--- src/rtl/sd_blockread_regs.sv ---
module sd_blockread_regs #(
  parameter int ADDR_W = 5,
  parameter int DATA_W = 64,
  parameter int DIV_W  = 8,
  parameter int WORDS  = 64
) (
  input  logic              clk,
  input  logic              rst_n,
  input  logic              hsel,
  input  logic [ADDR_W-1:0] haddr,
  input  logic [1:0]        htrans,
  input  logic              hwrite,
  input  logic              hready,
  input  logic [DATA_W-1:0] hwdata,
  output logic [DATA_W-1:0] hrdata,
  output logic              hreadyout,
  output logic              hresp,
  input  logic              init_done,
  output logic [DIV_W-1:0]  clk_div,
  output logic              blk_req,
  output logic [DATA_W-1:0] blk_addr,
  input  logic              blk_valid,
  input  logic [DATA_W-1:0] blk_data
);
  localparam int PTR_W = $clog2(WORDS);
  localparam int OFF_W = ADDR_W - 2;
  localparam logic [OFF_W-1:0] OFF_DIV  = OFF_W'(0);
  localparam logic [OFF_W-1:0] OFF_STAT = OFF_W'(1);
  localparam logic [OFF_W-1:0] OFF_CMD  = OFF_W'(2);
  localparam logic [OFF_W-1:0] OFF_ADDR = OFF_W'(4);
  localparam logic [OFF_W-1:0] OFF_MBOX = OFF_W'(6);
  localparam logic [PTR_W-1:0] LAST     = PTR_W'(WORDS - 1);

  typedef enum logic [1:0] {S_READY, S_REQ, S_FILL} state_t;

  state_t            st, st_n;
  logic              dp_act, dp_wr, busy, wr_en, rd_en, cmd_go;
  logic [OFF_W-1:0]  dp_off;
  logic [DIV_W-1:0]  div_q;
  logic [DATA_W-1:0] addr_q;
  logic [PTR_W-1:0]  fill_q, ptr_q;
  logic [DATA_W-1:0] mem [WORDS];

  assign busy   = (st != S_READY);
  assign wr_en  = dp_act & dp_wr;
  assign rd_en  = dp_act & ~dp_wr;
  assign cmd_go = wr_en && dp_off == OFF_CMD && hwdata == DATA_W'(4) && init_done && !busy;

  assign hresp    = 1'b0;
  assign clk_div  = div_q;
  assign blk_req  = (st == S_REQ);
  assign blk_addr = addr_q;

  always_ff @(posedge clk or negedge rst_n) begin
    if (!rst_n) begin
      dp_act <= 1'b0;
      dp_wr  <= 1'b0;
      dp_off <= '0;
    end else begin
      dp_act <= hsel && hready && (htrans inside {2'b10, 2'b11}) && haddr[1:0] == 2'b00;
      dp_wr  <= hwrite;
      dp_off <= haddr[ADDR_W-1:2];
    end
  end

  always_comb begin
    st_n      = st;
    hreadyout = 1'b1;
    case (st)
      S_READY: if (cmd_go) st_n = S_REQ;
      S_REQ:   st_n = S_FILL;
      S_FILL:  if (blk_valid && fill_q == LAST) st_n = S_READY;
      default: st_n = S_READY;
    endcase
  end

  always_ff @(posedge clk or negedge rst_n) begin
    if (!rst_n) begin
      st     <= S_READY;
      div_q  <= '0;
      addr_q <= '0;
      fill_q <= '0;
      ptr_q  <= '0;
    end else begin
      st <= st_n;
      if (wr_en && dp_off == OFF_DIV)  div_q  <= hwdata[DIV_W-1:0];
      if (wr_en && dp_off == OFF_ADDR) addr_q <= hwdata;
      if (st == S_REQ) fill_q <= '0;
      else if (st == S_FILL && blk_valid) fill_q <= fill_q + 1'b1;
      if (cmd_go) ptr_q <= '0;
      else if (rd_en && dp_off == OFF_MBOX && ptr_q != LAST) ptr_q <= ptr_q + 1'b1;
    end
  end

  always_ff @(posedge clk) begin
    if (st == S_FILL && blk_valid) mem[fill_q] <= blk_data;
  end

  always_comb begin
    hrdata = '0;
    if (rd_en) begin
      case (dp_off)
        OFF_DIV:  hrdata = DATA_W'(div_q);
        OFF_STAT: hrdata = DATA_W'({busy, init_done});
        OFF_ADDR: hrdata = addr_q;
        OFF_MBOX: hrdata = mem[ptr_q];
        default:  hrdata = '0;
      endcase
    end
  end
endmodule

--- config.mk ---
export PLATFORM = sky130hd
export DESIGN_NAME = sd_blockread_regs
export DESIGN_NICKNAME = d
export VERILOG_FILES = /design/src/rtl/sd_blockread_regs.sv
export SDC_FILE = /design/constraint.sdc
export NUM_CORES = 2
export LEC_CHECK = 0
export CORE_MARGIN = 8
export CORE_UTILIZATION = 35
export CTS_BUF_LIST = sky130_fd_sc_hd__clkbuf_8
export DETAILED_ROUTE_END_ITERATION = 8
export DONT_BUFFER_PORTS = 1
export MAX_ROUTING_LAYER = met4
export PLACE_DENSITY = 0.54
export SYNTH_ARGS = -nofsm -noshare
export SYNTH_HDL_FRONTEND = slang
export SYNTH_SLANG_ARGS = --single-unit
--- constraint.sdc ---
create_clock -name clk -period 6.4 [get_ports clk]
set_clock_uncertainty 0.1 [all_clocks]
set_input_delay 0.32 -clock clk [delete_from_list [all_inputs] [get_ports clk]]
set_output_delay 0.32 -clock clk [all_outputs]
set_load 0.05 [all_outputs]
==> qor.yml <==
status:
  status: "finished, final reports clean"
route:
  drc: 0
  wirelength_mm: 498
  detail-route-antenna-nets: 0
  post_drt_wl_per_cell_um: 34.8
  drt-initial-drc-count: 10100
  vias: 79900
  drt-pass1-iter-count: 6
  vias_per_cell: 5.58
min_path:
  hp-class: "in2reg"
critical_path:
  critPathMaxFanout: 46
  critPathLaunchType: "flop"
  worstPathArrival_ns: 5.63
  required_ns: 5.98
  path_class: "reg2out"
  worstSetupEndpointType: "primary output"
pwr:
  clkPwrFrac_pct: 39.1
  p_int_uw: 41800
  seqPwrFrac_pct: 57.3
  vdd_drop_max_mv: 0.257
  power.density_mw_per_mm2: 290
  leakagePower_uw: 0.0624
  power.share.combinational_pct: 3.6
  power_switching_share_pct: 23.0
  switching_power_uw: 12500
clock_network:
  htree_levels: 6
  root_buffer: "clkbuf_8"
  cts_made_buffers: 685
  cts_max_path_buffers: 4
  cts_sinks: 4187
  clk_pin_slew_ns: 0.07
  insertion_delay_ns: 1.24
  cts_tree: "built"
synthesis:
  synth-edff-count: 4096
  syn_area_sq_mm: 0.160
  ys_ff_latch: 4187
  ys_warn_count: 0
  synth_top_area_cell: "edfxtp_1"
  async_flop_share_pct: 2.17
  netlist.area_leader.share_pct: 77.0
  synth_ff_type: "edfxtp_1"
  synth_cells: 6810
  ys_types: 57
  yosysSeqAreaShare_pct: 78.4
  syn_avg_cell_area_sq_um: 23.5
  synthTopCellsByArea: "edfxtp_1, mux4_2, mux2i_1, dfrtp_1, mux2_2"
  synth_fp_nets: 6954
sta:
  relSlewSlack_pct: 5.42
  hold_violations: 0
  worstMarginPinSlew_ns: 1.42
  fmax_mhz: 165
  slew_violations: 0
  min_period_over_period_pct: 94.5
  min_period_ns: 6.05
  setup_viol: 0
  rsz0062_at_grt: "false"
  fin_setup_tns_ns: 0
layout:
  fillers: 39600
  design_area_sq_mm: 0.187
  final_common_cell: "edfxtp_1"
  area_growth_pct: 17.1
  nets: 7910
  layout-drive-gt1-share_pct: 29.7
  final_cell_mix: "edfxtp_1, mux4_2, clkbuf_8, mux2i_1, dlygate4sd3_1"
job:
  maxCapViolations: 0
place:
  placed_area_sq_mm: 0.169
  dp_hpwl_mm: 265
  portBuffers: 0
  place.gp.congestion: 0.777
floorplanning:
  fp-row-count: 248
  core_region_area_sq_mm: 0.456
  die_area_sq_mm: 0.478
  start_util_pct: 35.1
  die_h_um: 692
  ioPinCount: 281
  chipWidth_um: 692
grt:
  grtUsageTotal_pct: 20.8
  grt_overflow: 0
  grt_max_degree: 116
  grt_pass1_wl_mm: 677
  grt_pass1_vias: 81800
  antenna_found_initial: 65
[area by class of cell]
| cell class | count | area [sq um] | share of cell area, % |
|---|---|---|---|
| sequential | 4187 | 125000 | 67.0 |
| multi-input combinational | 2240 | 33300 | 17.8 |
| clock buffer | 696 | 9580 | 5.12 |
| timing repair buffer | 649 | 8690 | 4.65 |
| tap | 6000 | 7510 | 4.01 |
| clock inverter | 526 | 2570 | 1.38 |
| antenna | 22 | 55.1 | 0.0294 |
| inverter | 3 | 11.3 | 0.00602 |
[cell families after synthesis]
| family | share of synthesized area [%] |
|---|---|
| DFF | 78.4 |
| buffers and inverters | 1.18 |
| AOI/OAI and AO/OA | 2.08 |
| xor gates and xnor gates | 0.0219 |
| other | 0.00470 |
| muxes | 17.4 |
| adders and majority gates | 0.0157 |
| and+or+nand+nor | 0.872 |
[worst max-delay path, cell delays in order, from the launching register on]
cell and delay, ns:
dfrtp_4 1.18, buf_4 0.61, mux4_2 0.39, mux4_2 0.47
a221oi_1 1.00, nand2_1 0.66
[what timing repair did]
item / 4_1_cts / 5_1_grt
hold buffers: 369 / 0
buffers inserted: 1 / 0
resized for setup: 0 / 1
endpoints found under the hold margin: 4292 / 0
endpoints found under the setup margin: 2 / 1
[through the flow]
step                setup slack (ns)  hold WS [ns]  std cells  total power [uW]  utilization [%]
CTS                            0.225      0.000111      14300             54700             41.0
floorplan                       1.71       -0.0756       6810             32100                -
global placement                1.42       -0.0544      12700             32700             37.1
global route                   0.164        0.0169      14300             55900             41.0
detailed placement              1.40       -0.0540      12700             32700             37.1
finish                         0.351        0.0962      14300             54300             41.1
[worst paths after layout]
| kind | cells past startpoint | endpoint | from | slack, ns |
|---|---|---|---|---|
| max in group asynchronous | 4 | ptr_q[3]$_DFFE_PN0P_ | rst_n | 5.10 |
| worst max register to register | 4 | mem[1][59]$_DFFE_PP_ | st[1]$_DFFE_PN0P_ | 2.05 |
| min in group asynchronous | 4 | blk_addr[46]$_DFFE_PN0P_ | rst_n | 0.18 |
| worst max-delay path | 5 | hrdata[47] | ptr_q[1]$_DFFE_PN0P_ | 0.35 |
| worst min-delay path | 2 | blk_addr[61]$_DFFE_PN0P_ | hwdata[61] | 0.1 |
| worst min register to register | 1 | fill_q[2]$_DFFE_PN0P_ | fill_q[2]$_DFFE_PN0P_ | 0.54 |
[synth_stat cells, types with 3 or more instances]
cell,n
edfxtp_1,4096
mux4_2,1045
mux2i_1,323
clkbuf_1,145
buf_2,135
nor2_1,119
o22ai_1,114
mux2_2,93
dfrtp_1,91
nand2_1,70
a211oi_1,53
a22oi_1,53
a221oi_1,51
o21ai_0,48
buf_4,46
buf_1,40
a21oi_1,36
o221ai_1,31
o21ai_1,22
nand3_1,19
a211o_1,17
a21o_1,17
nor4_1,16
buf_6,14
nand4_1,14
nor2b_1,13
nand3b_1,8
nand2b_1,7
a2111oi_0,6
a32oi_1,5
nor3_1,5
o2bb2ai_1,5
and3_1,4
o22a_1,4
or2_2,4
or3b_2,4
a22o_1,3
inv_1,3
or3_1,3
[state kept, by name (all words and copies together), names as in the netlist]
signal	flops
clk_div	8
dp_wr	1
blk_addr	64
dp_off	3
dp_act	1
st	2
ptr_q	6
mem	4096
fill_q	6
[metal layers]
layer  vias up  share of wire (%)  track usage (%)
li1      31400                  -                -
met1     43900                 41             28.0
met2      3847                 47             32.3
met3       753                9.2             4.63
met4         0                2.9             5.37
met5         -                  0                -
[power by group through the flow]
stage	Sequential, uW	Combinational, uW	Clock, uW
floorplan	31600	475	0
global placement	31600	1070	0
detailed placement	31700	1080	0
CTS	31100	1970	21700
global route	31100	2030	22800
finish	31100	1960	21200
Note: power is estimated with default switching activity, not from simulation.
